--- src/rtl/tfsram_pkg.sv ---
package tfsram_pkg;

    localparam int unsigned LANE_BITS = 9;
    localparam int unsigned BURST_LEN = 4;
    localparam int unsigned BEAT_W    = $clog2(BURST_LEN);

    typedef enum logic {
        ORDER_LINEAR      = 1'b0,
        ORDER_INTERLEAVED = 1'b1
    } burst_order_e;

    // Kind of the command held in the address stage.
    typedef struct packed {
        logic valid;
        logic write;
    } op_t;

    // Low address bits of a burst beat.
    function automatic logic [BEAT_W-1:0] beat_offset(
        input logic [BEAT_W-1:0] start,
        input logic [BEAT_W-1:0] beat,
        input burst_order_e      order
    );
        if (order == ORDER_INTERLEAVED) begin
            return start ^ beat;
        end
        return start + beat;
    endfunction

endpackage

--- src/rtl/tfsram_cmd.sv ---
module tfsram_cmd
    import tfsram_pkg::*;
#(
    parameter int unsigned ADDR_W = 6
)
(
    input  logic              clk,
    input  logic              rst,
    input  logic              step,
    input  logic              adv_ld,
    input  logic              we_n,
    input  logic              sel,
    input  logic [ADDR_W-1:0] addr,
    input  logic              order_sel,
    output op_t               op_d,
    output logic [ADDR_W-1:0] addr_d
);

    logic [ADDR_W-1:0] base_q;
    logic [BEAT_W-1:0] beat_q;
    logic [BEAT_W-1:0] beat_nx;
    op_t               last_q;
    burst_order_e      order;

    assign order   = burst_order_e'(order_sel);
    assign beat_nx = beat_q + BEAT_W'(1);

    always_comb begin
        if (!adv_ld) begin
            op_d.valid = sel;
            op_d.write = sel & ~we_n;
            addr_d     = addr;
        end else begin
            op_d   = last_q;
            addr_d = {base_q[ADDR_W-1:BEAT_W],
                      beat_offset(base_q[BEAT_W-1:0], beat_nx, order)};
        end
    end

    always_ff @(posedge clk) begin
        if (rst) begin
            base_q <= '0;
            beat_q <= '0;
            last_q <= '0;
        end else if (step) begin
            if (!adv_ld) begin
                base_q <= addr;
                beat_q <= '0;
                last_q <= op_d;
            end else begin
                beat_q <= beat_nx;
            end
        end
    end

endmodule

--- src/rtl/tfsram_wstage.sv ---
module tfsram_wstage
    import tfsram_pkg::*;
#(
    parameter int unsigned ADDR_W = 6,
    parameter int unsigned LANES  = 4
)
(
    input  logic                         clk,
    input  logic                         rst,
    input  logic                         step,
    input  op_t                          cmd_op,
    input  logic [ADDR_W-1:0]            cmd_addr,
    input  logic [LANES-1:0]             bw_n,
    input  logic [LANES*LANE_BITS-1:0]   dq_i,
    output logic                         pend_valid,
    output logic [ADDR_W-1:0]            pend_addr,
    output logic [LANES*LANE_BITS-1:0]   pend_data,
    output logic [LANES-1:0]             pend_be,
    output logic                         commit
);

    // The pending write retires on the next enabled edge.
    assign commit = step & pend_valid;

    always_ff @(posedge clk) begin
        if (rst) begin
            pend_valid <= 1'b0;
            pend_addr  <= '0;
            pend_data  <= '0;
            pend_be    <= '0;
        end else if (step) begin
            pend_valid <= cmd_op.valid & cmd_op.write;
            pend_addr  <= cmd_addr;
            pend_data  <= dq_i;
            pend_be    <= ~bw_n;
        end
    end

endmodule

--- src/rtl/tfsram_array.sv ---
module tfsram_array
    import tfsram_pkg::*;
#(
    parameter int unsigned ADDR_W = 6,
    parameter int unsigned LANES  = 4
)
(
    input  logic                         clk,
    input  logic                         wr_en,
    input  logic [ADDR_W-1:0]            wr_addr,
    input  logic [LANES-1:0]             wr_be,
    input  logic [LANES*LANE_BITS-1:0]   wr_data,
    input  logic                         fwd_valid,
    input  logic [ADDR_W-1:0]            rd_addr,
    output logic [LANES*LANE_BITS-1:0]   rd_data
);

    localparam int unsigned DEPTH = 1 << ADDR_W;

    logic addr_hit;
    assign addr_hit = fwd_valid && (wr_addr == rd_addr);

    for (genvar g = 0; g < LANES; g++) begin : g_lane
        logic [LANE_BITS-1:0] store [DEPTH];

        always_ff @(posedge clk) begin
            if (wr_en && wr_be[g]) begin
                store[wr_addr] <= wr_data[g*LANE_BITS +: LANE_BITS];
            end
        end

        // A lane of the uncommitted write takes the place of the stored lane.
        assign rd_data[g*LANE_BITS +: LANE_BITS] =
            (addr_hit && wr_be[g]) ? wr_data[g*LANE_BITS +: LANE_BITS]
                                   : store[rd_addr];
    end

endmodule

--- src/rtl/tfsram.sv ---
module tfsram
    import tfsram_pkg::*;
#(
    parameter int unsigned ADDR_W = 6,
    parameter int unsigned LANES  = 4
)
(
    input  logic                         clk,
    input  logic                         rst,
    input  logic                         cke_n,
    input  logic                         adv_ld,
    input  logic                         we_n,
    input  logic                         cs1_n,
    input  logic                         cs2,
    input  logic                         cs3_n,
    input  logic [LANES-1:0]             bw_n,
    input  logic [ADDR_W-1:0]            addr,
    input  logic                         order_sel,
    input  logic                         oe_n,
    input  logic [LANES*LANE_BITS-1:0]   dq_i,
    output logic [LANES*LANE_BITS-1:0]   dq_o,
    output logic                         dq_en
);

    localparam int unsigned DATA_W = LANES * LANE_BITS;

    logic              step;
    logic              sel;
    op_t               op_d;
    logic [ADDR_W-1:0] addr_d;
    op_t               cmd_op;
    logic [ADDR_W-1:0] cmd_addr;
    logic              pend_valid;
    logic [ADDR_W-1:0] pend_addr;
    logic [DATA_W-1:0] pend_data;
    logic [LANES-1:0]  pend_be;
    logic              commit;

    assign step = ~cke_n;
    assign sel  = ~cs1_n & cs2 & ~cs3_n;

    tfsram_cmd #(.ADDR_W(ADDR_W)) u_cmd (
        .clk       (clk),
        .rst       (rst),
        .step      (step),
        .adv_ld    (adv_ld),
        .we_n      (we_n),
        .sel       (sel),
        .addr      (addr),
        .order_sel (order_sel),
        .op_d      (op_d),
        .addr_d    (addr_d)
    );

    // Address stage: the command captured at the last enabled edge.
    always_ff @(posedge clk) begin
        if (rst) begin
            cmd_op   <= '0;
            cmd_addr <= '0;
        end else if (step) begin
            cmd_op   <= op_d;
            cmd_addr <= addr_d;
        end
    end

    tfsram_wstage #(.ADDR_W(ADDR_W), .LANES(LANES)) u_wstage (
        .clk        (clk),
        .rst        (rst),
        .step       (step),
        .cmd_op     (cmd_op),
        .cmd_addr   (cmd_addr),
        .bw_n       (bw_n),
        .dq_i       (dq_i),
        .pend_valid (pend_valid),
        .pend_addr  (pend_addr),
        .pend_data  (pend_data),
        .pend_be    (pend_be),
        .commit     (commit)
    );

    tfsram_array #(.ADDR_W(ADDR_W), .LANES(LANES)) u_array (
        .clk       (clk),
        .wr_en     (commit),
        .wr_addr   (pend_addr),
        .wr_be     (pend_be),
        .wr_data   (pend_data),
        .fwd_valid (pend_valid),
        .rd_addr   (cmd_addr),
        .rd_data   (dq_o)
    );

    // Drive only for a read; a write data cycle or deselect leaves the pad off.
    assign dq_en = ~oe_n & cmd_op.valid & ~cmd_op.write;

endmodule

--- config.mk ---
export PLATFORM = sky130hd
export DESIGN_NAME = tfsram
export DESIGN_NICKNAME = d
export VERILOG_FILES = /design/src/rtl/tfsram_pkg.sv /design/src/rtl/tfsram_cmd.sv /design/src/rtl/tfsram_wstage.sv /design/src/rtl/tfsram_array.sv /design/src/rtl/tfsram.sv
export SDC_FILE = /design/constraint.sdc
export NUM_CORES = 2
export LEC_CHECK = 0
export ABC_AREA = 1
export CAP_MARGIN = 20
export CORE_UTILIZATION = 25
export CTS_CLUSTER_DIAMETER = 100
export DETAILED_ROUTE_END_ITERATION = 12
export PLACE_DENSITY = 0.42
export SLEW_MARGIN = 15
export SYNTH_ARGS = -nofsm -noshare
export SYNTH_HDL_FRONTEND = slang
export SYNTH_HIERARCHICAL = 1
export SYNTH_SLANG_ARGS = --single-unit
--- constraint.sdc ---
create_clock -name clk -period 5.4 [get_ports clk]
set_clock_uncertainty 0.15 [all_clocks]
set_input_delay 0.54 -clock clk [delete_from_list [all_inputs] [get_ports clk]]
set_output_delay 0.54 -clock clk [all_outputs]
set_load 0.05 [all_outputs]
; ---- Word level (Yosys, flattened, before mapping)
; Memories as Yosys holds them, arrays and structs flattened. A register that Yosys moved wholly into a read port is not among the register bits.
; Cells that the tools add are included.
[classes]
n_addsub = 2
mul = 0
div_mod_pow = 0
order_cmp = 0
n_eq_ne = 1
shift = 0
mux = 27
bitwise = 16
n_reduce_logical = 10
[ops]
columns = cell, n
row1 = $mux 6, 9
row2 = $mux 9, 4
row3 = $mux 1, 10
row4 = $logic_and 1x1->1, 9
row5 = $mux 2, 4
row6 = $and 1x1->1, 7
row7 = $not 1->1, 7
row8 = $eq 6x6->1, 1
row9 = $not 4->4, 1
row10 = $add 2x1->2 const B, 1
row11 = $add 2x2->2, 1
row12 = $reduce_and 2->1, 1
row13 = $xor 2x2->2, 1
[word_totals]
reg_bits = 65
latchBits = 0
ramBits = 2304
romBits = 0
inputBits = 56
n_memories = 4
[mem_list]
columns = memory, depth, word_bits, read_ports, rd_ports_with_merged_regs, wr, line_no
row1 = u_array.g_lane[0].store, 64, 9, 1, 1, 1, tfsram_array.sv:24  ; logic [LANE_BITS-1:0] store [DEPTH];
row2 = u_array.g_lane[1].store, 64, 9, 1, 1, 1, tfsram_array.sv:24
row3 = u_array.g_lane[2].store, 64, 9, 1, 1, 1, tfsram_array.sv:24
row4 = u_array.g_lane[3].store, 64, 9, 1, 1, 1, tfsram_array.sv:24

; ---- Longest topological paths before layout
[depth]
depth_word = 7
depth_mapped = 15
ltp_nobuf = 11

; ---- Cells and area by module
; The synthesis kept the hierarchy.
[modules_own_cells]
columns = module, instances, cells_per_inst, area_per_inst_um2, seq_area_each_um2
row1 = tfsram_array, 1, 7886, 93433.4, 69186.4
row2 = tfsram_wstage, 1, 211, 1707.9, 940.9
row3 = tfsram_cmd, 1, 80, 535.5, 200.2
row4 = tfsram, 1, 54, 357.8, 160.2

; ---- Worst setup path before layout
; OpenSTA, ideal clock, no wires.
[synth_path]
kind = input port to flip-flop
from = input port cke_n
to = memory u_array.g_lane[0].store[10][0], enable pin
t_arrival_ps = 2167
required_ps = 4876
path_slack_ps = 2709
path_stages = 10
path_cell_list = buf_6 -> buf_6 -> inv_1 -> buf_6 -> buf_6 -> nand2_1 -> inv_1 -> nand2_1 -> clkbuf_1 -> nor2_1
[synth_between]
elab_chain_len = 5
[synth_lines]
columns = element, line_no
row1 = start: declaration, tfsram.sv:10  ; input logic cke_n,
row2 = $not 1->1 (no source line), --
row3 = named net step, tfsram.sv:27  ; logic step;
row4 = $and 1x1->1, tfsram_wstage.sv:23  ; assign commit = step & pend_valid;
row5 = named net commit, tfsram.sv:37  ; logic commit;
row6 = $logic_and 1x1->1, tfsram_array.sv:27  ; if (wr_en && wr_be[g]) begin
row7 = $mux 1, tfsram_array.sv:27
row8 = $mux 1 (implied by the code), tfsram_array.sv:28  ; store[wr_addr] <= wr_data[g*LANE_BITS +: LANE_BITS];
row9 = end: declaration, tfsram_array.sv:24
; The timed path passes the listed nets, and every way through them passes these cells.

; ---- Final worst setup path
[layout_path]
from = register cmd_addr[1]
to = output port dq_o[12]
[layout_between]
elab_chain_len = 4
[layout_lines]
columns = element, line_no
row1 = start: declaration, tfsram.sv:32  ; logic [ADDR_W-1:0] cmd_addr;
row2 = start signal: assignment, tfsram.sv:62  ; cmd_addr <= addr_d;
row3 = $eq 6x6->1, tfsram_array.sv:21  ; assign addr_hit = fwd_valid && (wr_addr == rd_addr);
row4 = $logic_and 1x1->1, tfsram_array.sv:21
row5 = $logic_and 1x1->1, tfsram_array.sv:34  ; (addr_hit && wr_be[g]) ? wr_data[g*LANE_BITS +: LANE_BITS]
row6 = $mux 9, tfsram_array.sv:34
row7 = end: declaration, tfsram.sv:21  ; output logic [LANES*LANE_BITS-1:0] dq_o,
; No other way between the ends.

==> flow_metrics.tcl <==
set metrics [dict create \
    dr.pass1.iters 8 \
    overflow 0 \
    synth.yosys.seq_area_share 0.734 \
    synth_warnings 6 \
    path_class "reg -> out" \
    post_cts_buffers 0 \
    clock_path_buffers 4 \
    cts-htree-levels 5 \
    ioPinCount 93 \
    netlist_instances 8231 \
    die_y_microns 622 \
    route.detailed.drc 0 \
    fillers 38969 \
    vias 64220 \
    synth_seq_cells 2369 \
    syn_area_sq_um 96000 \
    finalWirelength_mm 335 \
    maxSlewHeadroom 0.217 \
    final_common_cell "nand2_1" \
    die_area_sq_um 387000 \
    cts_tree "done" \
    status "complete, no violations" \
    area_delta_synth_final_pct 16.1 \
    grt_pass1_wl_mm 472 \
    syn-num-nets 8288 \
    clock_sinks 2369 \
    ir_worst_vdd_v 0.000238 \
    final_antenna_net_count 0 \
    maxSlewViolCount 0 \
    final_cell_mix "nand2_1, edfxtp_1, nand3_1" \
    hold_viol 0 \
    setup_viol 0 \
    nets 8337 \
    hold_class "in -> reg" \
    drt_iter0_drc 6108 \
    startpoint_type "flip-flop" \
    dp_hpwl_mm 204 \
    die_x_microns 622 \
    max_freq_ghz 0.201 \
    wl_per_cell_microns 24.8 \
    worst-path-max-fanout 104 \
    routabilityCongestion 0.832 \
    ys_types 29 \
    reg2reg_from "u_wstage/pend_addr[0]$_SDFFE_PP0P_" \
    power_density_nw_per_um2 373 \
    p_total_mw 41.6 \
    worst_pin_slew_ns 1.17 \
    drive_above_1_share 0.0827 \
    grt_start_max_net_pins 232 \
    fin_tns_setup_ns 0 \
    rsz0062_at_grt "false" \
    cts-buffers-inserted 266 \
    io_buffers 92 \
    endpoint_kind "output pin" \
    worstHoldPathCells 3 \
    arrival_ns 4.29 \
    path_clk_slew_ns 0.06 \
    hold_start "dq_i[6]" \
    row_count 227 \
    r2r-end "u_array/g_lane[1].store[7][6]$_DFFE_PP_" \
    holdBufCountCts 0 \
    p_leak_nw 38.1 \
    root_buffer "clkbuf_16" \
    via_per_inst 4.75 \
    insertion_delay_ns 0.87 \
    min_period_ns 4.98 \
    avgSynthCellArea_sq_um 11.7 \
    cts_resized 0 \
    regToRegSetupSlack_ns 1.17 \
    rr_worst_depth 4 \
    drv_cap 0 \
    hold_end "u_wstage/pend_data[6]$_SDFFE_PP0P_" \
    antenna_found_initial 19 \
    start_util 0.251 \
    grt_use_total 0.168 \
    coreArea_sq_um 382000 \
    fin_crit_sh 0.923 \
    required_ns 4.71 \
    grt_pass1_vias 61947 \
    fin_util 0.292 \
]
==> synth_stat cells <==
master,count,area (sq um)
a211oi_1,1,7.51
a21oi_1,10,50.1
buf_1,77,289
buf_2,237,1190
buf_4,42,315
buf_6,17,191
clkbuf_1,170,638
dfxtp_1,65,1300
edfxtp_1,2304,69200
ha_1,1,12.5
inv_1,27,101
inv_2,15,56.3
inv_6,1,8.76
nand2_1,2580,9680
nand2_2,5,31.3
nand3_1,2231,11200
nor2_1,367,1380
nor2_2,1,6.26
nor2_4,1,11.3
nor3_1,18,90.1
nor3b_1,1,7.51
o2111ai_1,1,8.76
o211ai_1,1,7.51
o21ai_0,45,225
o21ai_1,9,45.0
o21ai_2,1,8.76
o22ai_1,1,6.26
or2_1,1,6.26
xor2_1,1,8.76
==> how the worst max path moves through the flow <==
stage                                       start  slack [ns]                                        to
3_5_place_dp                                cke_n        1.24  u_array/g_lane[2].store[51][2]$_DFFE_PP_
3_3_place_gp   u_wstage/pend_addr[0]$_SDFFE_PP0P_        1.21  u_array/g_lane[3].store[29][6]$_DFFE_PP_
5_1_grt                  cmd_addr[1]$_SDFFE_PP0N_        0.27                                  dq_o[16]
4_1_cts                  cmd_addr[1]$_SDFFE_PP0N_        0.36                                  dq_o[12]
6_report                 cmd_addr[1]$_SDFFE_PP0N_        0.42                                  dq_o[12]
2_1_floorplan                               cke_n        2.71  u_array/g_lane[0].store[10][0]$_DFFE_PP_
==> routing by layer <==
layer,GRT usage,share of wire,routed length [microns]
met1,0.217,0.42,141000
met2,0.286,0.49,164000
met3,0.0230,0.052,17300
met4,0.0597,0.039,13000
met5,0,0.000081,27
==> power breakdown <==
group	internal (mW)	leakage (nW)	switching (mW)	total [mW]
registers	20.3	21.3	0.206	20.5
clock network	9.94	3.99	7.38	17.3
logic	0.993	12.7	2.84	3.83
total	31.2	38.1	10.4	41.6
==> area by class of cell <==
cell class,instances,area [sq um],area share
inverters,43,195,0.00175
multi-input cells,5276,22800,0.205
flip-flops and latches,2369,70600,0.633
clock inverters,133,967,0.00868
diodes,8,20.0,0.000180
clock buffers,332,7140,0.0640
repair buffers,324,3420,0.0307
well taps,5038,6300,0.0566
==> worst max-delay path: stages, from the launching register on <==
cell     delay [ns]
dfxtp_4        0.40
inv_8          0.56
buf_4          0.87
nand3_1        0.17
nand3_1        0.15
nand3_1        0.17
nand3_1        0.26
nand3_1        0.16
nand3_1        0.13
nand2_1        0.12
buf_12         0.17
==> logic make-up (layout without fill, tap and decap cells) <==
kind of cell	Yosys count	after routing	share of synthesized area
buffers and inverters	586	832	0.0290
other	0	8	0
flip-flops	2369	2369	0.734
adder cells (fa/ha/maj)	1	1	0.000130
AO/OA/AOI/OAI	69	69	0.00374
AND/OR/NAND/NOR	5205	5205	0.233
XOR/XNOR	1	1	0.0000912
==> registers in the layout (all words and copies together) (netlist names) <==
register              cells
cmd_addr                  6
cmd_op                    2
u_array/g_lane.store   2304
u_cmd/base_q              6
u_cmd/beat_q              2
u_cmd/last_q              2
u_wstage/pend_addr        6
u_wstage/pend_be          4
u_wstage/pend_data       36
u_wstage/pend_valid       1
==> stage by stage <==
| step | hold slack, ns | setup slack (ns) | cell area [sq um] | std cells |
|---|---|---|---|---|
| floorplan | 0.272 | 2.71 | 96000 | 8231 |
| global route | 0.110 | 0.270 | 111000 | 13519 |
| global placement | 0.286 | 1.21 | 103000 | 13041 |
| finish | 0.130 | 0.416 | 111000 | 13523 |
| detailed placement | 0.290 | 1.24 | 103000 | 13046 |
| CTS | 0.0758 | 0.359 | 111000 | 13511 |
(Power assumes the default switching activity.)
